--- config.mk ---
export PLATFORM = sky130hd
export DESIGN_NAME = pwr_state_seq
export DESIGN_NICKNAME = d
export VERILOG_FILES = /design/src/rtl/pwr_seq_pkg.sv /design/src/rtl/pwr_req_decode.sv /design/src/rtl/pwr_lock_timer.sv /design/src/rtl/pwr_seq_fsm.sv /design/src/rtl/pwr_state_seq.sv
export SDC_FILE = /design/constraint.sdc
export NUM_CORES = 1
export LEC_CHECK = 0
export ABC_AREA = 1
export BUFFER_PORTS_ARGS = -buffer_cell sky130_fd_sc_hd__buf_2
export CAP_MARGIN = 5
export CORE_MARGIN = 3
export CORE_UTILIZATION = 45
export CTS_CLUSTER_SIZE = 40
export DETAILED_ROUTE_END_ITERATION = 10
export GPL_TIMING_DRIVEN = 0
export PLACE_DENSITY = 0.63
export SYNTH_ARGS = -nofsm -noshare
export SYNTH_HDL_FRONTEND = slang
export SYNTH_SLANG_ARGS = --single-unit
--- constraint.sdc ---
create_clock -name clk -period 1.6 [get_ports clk]
set_input_delay 0.08 -clock clk [delete_from_list [all_inputs] [get_ports clk]]
set_output_delay 0.08 -clock clk [all_outputs]
set_load 0.005 [all_outputs]
--- src/rtl/pwr_seq_pkg.sv ---
package pwr_seq_pkg;
    localparam int SYS_W = 3;
    localparam int CPU_W = 2;
    localparam int PS_W  = 3;

    typedef enum logic [PS_W-1:0] {
        PS_NORMAL = 3'd0,
        PS_HALT   = 3'd1,
        PS_QUICK  = 3'd2,
        PS_DEEP   = 3'd3,
        PS_OFF    = 3'd4
    } pstate_e;

    typedef enum logic [1:0] {
        CK_RUN    = 2'd0,
        CK_STOP   = 2'd1,
        CK_PLLOFF = 2'd2,
        CK_GENOFF = 2'd3
    } clkmode_e;

    typedef enum logic [1:0] {
        SD_ACTIVE   = 2'd0,
        SD_SELFREF  = 2'd1,
        SD_POWEROFF = 2'd2
    } sdmode_e;

    typedef struct packed {
        pstate_e  ps;
        clkmode_e ck;
        sdmode_e  sd;
    } profile_t;
endpackage

--- src/rtl/pwr_req_decode.sv ---
module pwr_req_decode
    import pwr_seq_pkg::*;
(
    input  logic [SYS_W-1:0] sys_code,
    input  logic [CPU_W-1:0] cpu_code,
    output profile_t         prof
);
    always_comb begin
        prof = '{ps: PS_NORMAL, ck: CK_RUN, sd: SD_ACTIVE};
        case (sys_code)
            3'd0: begin
                unique case (cpu_code)
                    2'd0: prof = '{ps: PS_NORMAL, ck: CK_RUN,  sd: SD_ACTIVE};
                    2'd1: prof = '{ps: PS_HALT,   ck: CK_RUN,  sd: SD_ACTIVE};
                    2'd2: prof = '{ps: PS_QUICK,  ck: CK_RUN,  sd: SD_SELFREF};
                    2'd3: prof = '{ps: PS_DEEP,   ck: CK_STOP, sd: SD_SELFREF};
                endcase
            end
            3'd1:       prof = '{ps: PS_DEEP, ck: CK_PLLOFF, sd: SD_SELFREF};
            3'd2, 3'd3: prof = '{ps: PS_OFF,  ck: CK_PLLOFF, sd: SD_SELFREF};
            default:    prof = '{ps: PS_OFF,  ck: CK_GENOFF, sd: SD_POWEROFF};
        endcase
    end
endmodule

--- src/rtl/pwr_lock_timer.sv ---
module pwr_lock_timer #(
    parameter int LOCK_W = 16
) (
    input  logic              clk,
    input  logic              rst_n,
    input  logic              run,
    input  logic              lock,
    input  logic [LOCK_W-1:0] limit,
    output logic              expired
);
    logic [LOCK_W-1:0] cnt;
    logic              at_lim;

    assign at_lim = (cnt == limit);

    always_ff @(posedge clk) begin
        if (!rst_n) begin
            cnt     <= '0;
            expired <= 1'b0;
        end else begin
            if (!run)
                cnt <= '0;
            else if (!at_lim)
                cnt <= cnt + 1'b1;
            if (run && !lock && at_lim)
                expired <= 1'b1;
        end
    end
endmodule

--- src/rtl/pwr_seq_fsm.sv ---
module pwr_seq_fsm
    import pwr_seq_pkg::*;
(
    input  logic     clk,
    input  logic     rst_n,
    input  logic     req_valid,
    input  profile_t req_prof,
    input  logic     wake,
    input  logic     sr_ack,
    input  logic     pll_lock,
    output logic     core_halt,
    output logic     sr_req,
    output logic     sdram_off,
    output logic     clk_stop,
    output logic     pll_pd,
    output logic     clkgen_off,
    output pstate_e  cur_ps,
    output logic     busy,
    output logic     lock_wait
);
    typedef enum logic [2:0] {
        SQ_NORMAL, SQ_HALT, SQ_SR_ENTER, SQ_LOWPWR,
        SQ_EXIT_LOCK, SQ_EXIT_CLK, SQ_EXIT_SR
    } seq_e;

    seq_e     state;
    profile_t tgt;

    always_ff @(posedge clk) begin
        if (!rst_n) begin
            state  <= SQ_NORMAL;
            cur_ps <= PS_NORMAL;
            tgt    <= '{ps: PS_NORMAL, ck: CK_RUN, sd: SD_ACTIVE};
        end else begin
            unique case (state)
                SQ_NORMAL, SQ_HALT: begin
                    if (state == SQ_HALT && wake) begin
                        state  <= SQ_NORMAL;
                        cur_ps <= PS_NORMAL;
                    end else if (req_valid) begin
                        if (req_prof.sd == SD_ACTIVE) begin
                            state  <= (req_prof.ps == PS_HALT) ? SQ_HALT : SQ_NORMAL;
                            cur_ps <= req_prof.ps;
                        end else begin
                            tgt   <= req_prof;
                            state <= SQ_SR_ENTER;
                        end
                    end
                end
                SQ_SR_ENTER: begin
                    if (sr_ack) begin
                        state  <= SQ_LOWPWR;
                        cur_ps <= tgt.ps;
                    end
                end
                SQ_LOWPWR: begin
                    if (wake) begin
                        unique case (tgt.ck)
                            CK_RUN:    state <= SQ_EXIT_SR;
                            CK_STOP:   state <= SQ_EXIT_CLK;
                            CK_PLLOFF: state <= SQ_EXIT_LOCK;
                            CK_GENOFF: state <= SQ_LOWPWR;
                        endcase
                    end
                end
                SQ_EXIT_LOCK: if (pll_lock) state <= SQ_EXIT_CLK;
                SQ_EXIT_CLK:  state <= SQ_EXIT_SR;
                SQ_EXIT_SR: begin
                    if (!sr_ack) begin
                        state  <= SQ_NORMAL;
                        cur_ps <= PS_NORMAL;
                    end
                end
                default: state <= SQ_NORMAL;
            endcase
        end
    end

    always_comb begin
        core_halt  = 1'b0;
        sr_req     = 1'b0;
        sdram_off  = 1'b0;
        clk_stop   = 1'b0;
        pll_pd     = 1'b0;
        clkgen_off = 1'b0;
        busy       = 1'b0;
        lock_wait  = 1'b0;
        unique case (state)
            SQ_NORMAL: ;
            SQ_HALT:   core_halt = 1'b1;
            SQ_SR_ENTER: begin
                core_halt = 1'b1;
                sr_req    = 1'b1;
                busy      = 1'b1;
            end
            SQ_LOWPWR: begin
                core_halt  = 1'b1;
                sr_req     = 1'b1;
                clk_stop   = (tgt.ck != CK_RUN);
                pll_pd     = (tgt.ck == CK_PLLOFF) || (tgt.ck == CK_GENOFF);
                clkgen_off = (tgt.ck == CK_GENOFF);
                sdram_off  = (tgt.sd == SD_POWEROFF);
            end
            SQ_EXIT_LOCK: begin
                core_halt = 1'b1;
                sr_req    = 1'b1;
                clk_stop  = 1'b1;
                busy      = 1'b1;
                lock_wait = 1'b1;
            end
            SQ_EXIT_CLK: begin
                core_halt = 1'b1;
                sr_req    = 1'b1;
                busy      = 1'b1;
            end
            SQ_EXIT_SR: begin
                core_halt = 1'b1;
                busy      = 1'b1;
            end
            default: ;
        endcase
    end
endmodule

--- src/rtl/pwr_state_seq.sv ---
module pwr_state_seq
    import pwr_seq_pkg::*;
#(
    parameter int LOCK_W = 16
) (
    input  logic              clk,
    input  logic              rst_n,
    input  logic              req_valid,
    input  logic [2:0]        req_sys,
    input  logic [1:0]        req_cpu,
    input  logic              wake,
    input  logic              sr_ack,
    input  logic              pll_lock,
    input  logic [LOCK_W-1:0] lock_wait_lim,
    output logic              core_halt,
    output logic              sr_req,
    output logic              sdram_off,
    output logic              clk_stop,
    output logic              pll_pd,
    output logic              clkgen_off,
    output logic [2:0]        pstate,
    output logic              busy,
    output logic              lock_timeout
);
    profile_t req_prof;
    pstate_e  cur_ps;
    logic     lock_wait;

    pwr_req_decode u_dec (
        .sys_code (req_sys),
        .cpu_code (req_cpu),
        .prof     (req_prof)
    );

    pwr_seq_fsm u_fsm (
        .clk        (clk),
        .rst_n      (rst_n),
        .req_valid  (req_valid),
        .req_prof   (req_prof),
        .wake       (wake),
        .sr_ack     (sr_ack),
        .pll_lock   (pll_lock),
        .core_halt  (core_halt),
        .sr_req     (sr_req),
        .sdram_off  (sdram_off),
        .clk_stop   (clk_stop),
        .pll_pd     (pll_pd),
        .clkgen_off (clkgen_off),
        .cur_ps     (cur_ps),
        .busy       (busy),
        .lock_wait  (lock_wait)
    );

    pwr_lock_timer #(.LOCK_W(LOCK_W)) u_tmr (
        .clk     (clk),
        .rst_n   (rst_n),
        .run     (lock_wait),
        .lock    (pll_lock),
        .limit   (lock_wait_lim),
        .expired (lock_timeout)
    );

    assign pstate = cur_ps;
endmodule

==> impl_metrics.py, run 1 <==
metrics = {
    "status": {
        "status": "complete, no violations",
    },
    "power": {
        "clkPwrFrac": 0.323,
        "p_total_mw": 2.32,
        "pwr-share-comb": 0.305,
        "peakVddDrop_mv": 0.504,
        "swShare": 0.335,
        "internal-power_mw": 1.55,
        "switching_power_mw": 0.779,
        "seqPwrFrac": 0.372,
        "leakagePower_nw": 1.36,
        "cellPowerDensity_mw_per_mm2": 819,
    },
    "detailed_routing": {
        "drc": 0,
        "avgRoutedWirePerCell_um": 11.1,
        "drtIter0Drc": 166,
        "wl_um": 5470,
        "dr_total_vias": 2373,
        "first_pass_iters": 4,
        "viasPerCell": 4.80,
        "final_antenna_net_count": 0,
    },
    "critical_path": {
        "max_stage_delay_ps": 380,
        "start_kind": "flip-flop",
        "cp_common_cell": "nand2_1",
        "critPathBufInv": 2,
        "crit_slowest_cell": "dfxtp_2",
        "crit_arrival_ps": 1700,
        "required_ps": 1810,
        "path_class": "reg -> reg",
        "endpoint_kind": "flip-flop",
        "path_max_fanout": 10,
        "crit_family": "simple AND/OR/NAND/NOR gates",
        "path_cells": "inv_2 > nand2_1 > nand2_1 > nor2_2 > nand2_2 > nor2_8 > buf_6 > nand3_1 > a21oi_2",
    },
    "clock_tree": {
        "path_clk_slew_ps": 70,
        "htree_levels": 2,
        "cts_num_sinks": 30,
        "tritoncts.num_buffers": 5,
        "cts_tree": "built",
        "postCtsHoldBufs": 0,
        "cts_buffer_depth": 2,
        "cts_root_buf": "clkbuf_8",
        "clock_latency_ps": 280,
    },
    "synthesis": {
        "ys_warn_count": 0,
        "synth_edf_count": 0,
        "ys.flop_type": "dfxtp_1",
        "async_reset_ff_frac": 0,
        "syn_inst": 371,
        "ys_ff_latch": 30,
        "avgSynthCellArea_um2": 6.19,
        "syn-cell-area_mm2": 0.00230,
        "synth_cell_type_count": 32,
        "postSynthNetCount": 407,
        "yosysSeqAreaShare": 0.261,
    },
    "finish": {
        "fin_util": 0.589,
        "drive_above_1_share": 0.293,
        "n_antenna_cell": 0,
        "final_cell_mix": "120 x nand2_1, 39 x inv_1, 37 x buf_2",
        "stdcell_count": 494,
        "fill_cells": 509,
        "nets": 462,
        "finalInstanceArea_mm2": 0.00284,
        "mostFrequentLayoutCell": "nand2_1",
        "syn_to_final_growth_pct": 23.6,
    },
    "sta": {
        "period_minus_slack_ps": 1480,
        "fin_crit_sh": 0.928,
        "drv_slew": 0,
        "worst_pin_slew_ps": 330,
        "maxSlewHeadroom": 0.779,
        "hold_viol": 0,
        "max_freq_ghz": 0.674,
        "setup_viol": 0,
        "skew_ps": 2.86,
    },
    "floorplan": {
        "design.core.area_mm2": 0.00482,
        "dieArea_mm2": 0.00600,
        "die_y_um": 77.5,
        "start_util": 0.477,
        "boundaryPins": 38,
        "die_x_um": 77.5,
        "row_count": 25,
    },
    "placed_design": {
        "placedCellCount": 475,
        "place_congestion": 0.859,
        "dp_hpwl_um": 4100,
        "post_dp_cell_area_mm2": 0.00257,
        "numPortBuffers": 37,
    },
    "global_route": {
        "grt_pass1_vias": 2078,
        "antenna_found_initial": 0,
        "grt_pass1_wl_um": 9230,
        "overflow": 0,
        "grt_start_max_net_pins": 11,
        "grt_usage": 0.185,
    },
    "worst_hold_path": {
        "hp-class": "in -> reg",
    },
    "job": {
        "drv_cap": 0,
    },
}
-- worst register-to-register path, cell delays in order (launching register included) --
cell and delay (ps):
dfxtp_2 380, inv_2 70, nand2_1 60, nand2_1 60, nor2_2 120, nand2_2 110, nor2_8 200, buf_6 170
nand3_1 110, a21oi_2 140
-- cell type report --
type                            count  area [µm²]  share of cell area
Multi-Input combinational cell    281        1500               0.527
Sequential cell                    30         619               0.218
Timing Repair Buffer               48         268              0.0943
Inverter                           54         203              0.0714
Tap cell                           67        83.8              0.0295
Clock buffer                        5        68.8              0.0242
Buffer                              6        60.1              0.0212
Clock inverter                      3        40.0              0.0141
-- state kept, by name, summed over array words and instances (netlist names) --
name,flops
u_fsm.cur_ps,3
u_fsm.state,3
u_fsm.tgt,7
u_tmr.cnt,16
u_tmr.expired,1
-- worst paths after layout --
kind | cells after the start | slack (ps) | from | end
min reg2reg | 2 | 450 | u_tmr.expired$_SDFFE_PN0P_ | u_tmr.expired$_SDFFE_PN0P_
max reg2reg | 9 | 120 | u_tmr.cnt[9]$_SDFFE_PN0N_ | u_tmr.cnt[10]$_SDFFE_PN0N_
min | 3 | 90 | rst_n | u_fsm.cur_ps[0]$_SDFFE_PN0P_
max | 9 | 120 | u_tmr.cnt[9]$_SDFFE_PN0N_ | u_tmr.cnt[10]$_SDFFE_PN0N_
-- power by group through the flow --
stage	Clock [mW]	Sequential, mW	Combinational [mW]
global route	0.804	0.877	0.829
finish	0.750	0.865	0.709
detailed placement	0	0.882	0.661
floorplan	0	0.875	0.452
global placement	0	0.879	0.652
CTS	0.772	0.867	0.684
-- stage by stage --
| step | hold WS (ps) | setup TNS [ps] | setup slack (ps) |
|---|---|---|---|
| floorplan | 200 | 0 | 148 |
| global placement | 376 | -810 | -177 |
| detailed placement | 378 | -851 | -184 |
| CTS | 76.8 | 0 | 19.4 |
| global route | 93.1 | -8.37 | -4.37 |
| finish | 86.6 | 0 | 116 |
-- timing repair --
action	in CTS	in global routing
endpoints found under the setup margin	14	30
gates resized for setup	5	30
pin swaps	0	6
setup buffers	0	11
-- cells by family (layout without fill, tap and decap cells) --
logic type | Yosys count | count (layout) | synth area share
xor gates and xnor gates | 11 | 11 | 0.0419
adders and majority gates | 9 | 9 | 0.0490
DFF | 30 | 30 | 0.261
AOI/OAI and AO/OA | 38 | 38 | 0.0997
buffers and inverters | 60 | 116 | 0.112
and+or+nand+nor | 223 | 223 | 0.436
-- layer usage --
layer  wire length, µm  up-vias  GRT usage  part of all wire
met5                 0        -          0                 0
met4                48        0     0.0480            0.0088
met3               188        7     0.0348             0.034
met2              2400       35      0.283              0.44
met1              2830     1058      0.267              0.52
li1                  -     1273          -                 -
-- synth_stat cells (all sizes together), types with 5 or more instances --
cell | number | area, µm²
nand3 | 31 | 170
nand2 | 127 | 502
dfxtp | 30 | 601
nor2 | 47 | 224
xor2 | 9 | 78.8
buf | 5 | 50.0
a21oi | 27 | 169
ha | 9 | 113
nor3 | 7 | 35.0
o21ai | 9 | 45.0
nand4 | 5 | 31.3
inv | 53 | 199
Power figures use the tool's default switching activity.
==> inputs of run 2 (changes only) <==
--- a/config.mk
+++ b/config.mk
@@ -13,6 +13,7 @@
 export CTS_CLUSTER_SIZE = 40
 export DETAILED_ROUTE_END_ITERATION = 10
 export GPL_TIMING_DRIVEN = 0
+export MAX_ROUTING_LAYER = met4
 export PLACE_DENSITY = 0.63
 export SYNTH_ARGS = -nofsm -noshare
 export SYNTH_HDL_FRONTEND = slang
==> run 2 against run 1 <==
Core utilization decreased by 0.86 points; clock skew increased by 0.53 ps; flip-flop and latch count unchanged; sequential share of layout area increased by 0.19 points; worst hold slack got worse by 2.4 ps; clock power about the same; maximum frequency decreased by 1.4%; critical path type unchanged.
==> impl_metrics.py, run 2 (same netlist as run 1, synthesis figures left out) <==
metrics = {
    "sta": {
        "worst_pin_slew_ps": 318,
        "max_freq_ghz": 0.664,
        "maxSlewHeadroom": 0.786,
        "setup_viol": 0,
        "period_minus_slack_ps": 1510,
        "rsz0062_at_grt": "true",
        "skew_ps": 3.39,
        "whs_ps": 84.3,
        "drv_slew": 0,
        "hold_viol": 0,
        "fin_crit_sh": 0.941,
    },
    "placed_design": {
        "placedCellCount": 475,
        "dp_hpwl_um": 4100,
        "post_dp_cell_area_mm2": 0.00257,
        "numPortBuffers": 37,
        "place_congestion": 0.873,
    },
    "floorplan": {
        "design.core.area_mm2": 0.00482,
        "die_y_um": 77.5,
        "die_x_um": 77.5,
        "dieArea_mm2": 0.00600,
        "boundaryPins": 38,
        "start_util": 0.477,
        "row_count": 25,
    },
    "finish": {
        "largest_register": "u_tmr.cnt",
        "n_antenna_cell": 0,
        "nets": 457,
        "largest_registers": "u_tmr.cnt (16), u_fsm.tgt (7)",
        "syn_to_final_growth_pct": 21.8,
        "finalInstanceArea_mm2": 0.00280,
        "largest_reg_flops": 16,
        "final_cell_mix": "120 x nand2_1, 40 x inv_1, 37 x buf_2",
        "stdcell_count": 489,
        "mostFrequentLayoutCell": "nand2_1",
        "drive_above_1_share": 0.275,
    },
    "critical_path": {
        "cp_common_cell": "nand2_1",
        "path_cells": "inv_2 > nand2_1 > nand2_1 > nor2_1 > nand2_2 > nor2_8 > nand2_4 > buf_6 > nand2_1 > a21oi_2",
        "endpoint_kind": "flip-flop",
        "required_ps": 1780,
        "start_kind": "flip-flop",
        "crit_arrival_ps": 1680,
        "crit_slowest_cell": "dfxtp_1",
        "path_class": "reg -> reg",
        "path_max_fanout": 10,
        "max_stage_delay_ps": 450,
    },
    "detailed_routing": {
        "viasPerCell": 4.80,
        "drtIter0Drc": 151,
        "final_antenna_net_count": 0,
        "wl_um": 5370,
        "dr_total_vias": 2348,
        "drc": 0,
        "first_pass_iters": 4,
        "avgRoutedWirePerCell_um": 11.0,
    },
    "clock_tree": {
        "path_clk_slew_ps": 70,
        "htree_levels": 2,
        "cts_tree": "built",
        "cts_num_sinks": 30,
        "cts_root_buf": "clkbuf_8",
        "clock_latency_ps": 280,
        "tritoncts.num_buffers": 5,
        "cts_buffer_depth": 2,
        "postCtsHoldBufs": 0,
    },
    "power": {
        "swShare": 0.335,
        "p_total_mw": 2.33,
        "seqPwrFrac": 0.372,
        "peakVddDrop_mv": 0.504,
        "clkPwrFrac": 0.323,
        "switching_power_mw": 0.780,
        "leakagePower_nw": 1.34,
        "cellPowerDensity_mw_per_mm2": 831,
        "internal-power_mw": 1.55,
        "pwr-share-comb": 0.305,
    },
    "global_route": {
        "grt_usage": 0.191,
        "antenna_found_initial": 0,
        "overflow": 0,
        "grt_pass1_wl_um": 9240,
        "grt_start_max_net_pins": 11,
        "grt_pass1_vias": 2080,
    },
    "job": {
        "drv_cap": 0,
    },
    "status": {
        "status": "complete, no violations",
    },
    "worst_hold_path": {
        "hp-class": "in -> reg",
    },
}
==> run 2: worst max-delay path: cells and delay by family, from the launching register on <==
family	cells	cell delay [ps]
AND/OR/NAND/NOR	7	670
flip-flops	1	450
buffers and inverters	2	220
AO/OA/AOI/OAI	1	50
==> run 2: per-stage QoR <==
stage / worst slack (ps) / setup TNS [ps] / utilization
finish: 94.9 / 0 / 0.581
global route: -31.9 / -198 / 0.581
CTS: 19.4 / 0 / 0.558
detailed placement: -184 / -851 / 0.533
global placement: -177 / -810 / 0.533
floorplan: 148 / 0 / -
==> run 2: worst paths after layout <==
path	from	to	slack, ps	cells after the start
setup / recovery	u_tmr.cnt[11]$_SDFFE_PN0N_	u_tmr.cnt[7]$_SDFFE_PN0N_	90	10
hold / removal	rst_n	u_fsm.cur_ps[0]$_SDFFE_PN0P_	80	3
setup reg to reg	u_tmr.cnt[11]$_SDFFE_PN0N_	u_tmr.cnt[7]$_SDFFE_PN0N_	90	10
hold reg to reg	u_tmr.expired$_SDFFE_PN0P_	u_tmr.expired$_SDFFE_PN0P_	450	2
==> run 2: power by group through the flow <==
stage                     registers, mW  logic [mW]  clock network [mW]
final                             0.865       0.708               0.752
after global routing              0.877       0.828               0.804
after CTS                         0.867       0.684               0.772
after detailed placement          0.882       0.661                   0
after global placement            0.879       0.652                   0
after floorplan                   0.875       0.452                   0
==> run 2: area by class of cell <==
type | count | area, µm²
clock buffer | 5 | 68.8
timing repair buffer | 43 | 230
buffer | 6 | 60.1
inverter | 54 | 203
multi-input combinational | 281 | 1500
sequential | 30 | 616
fill | 511 | 2020
clock inverter | 3 | 40.0
tap | 67 | 83.8
==> run 2: layer usage <==
metal | track usage | vias to the layer above | wire, µm
li1 | - | 1264 | -
met1 | 0.267 | 1051 | 2800
met2 | 0.283 | 31 | 2370
met3 | 0.0336 | 2 | 179
met4 | 0.0480 | 0 | 13
met5 | - | - | 0
==> run 2: timing repair <==
action / in CTS / in global routing
pin swaps: 0 / 6
resized for setup: 5 / 26
endpoints found under the setup margin: 14 / 30
buffers inserted: 0 / 6
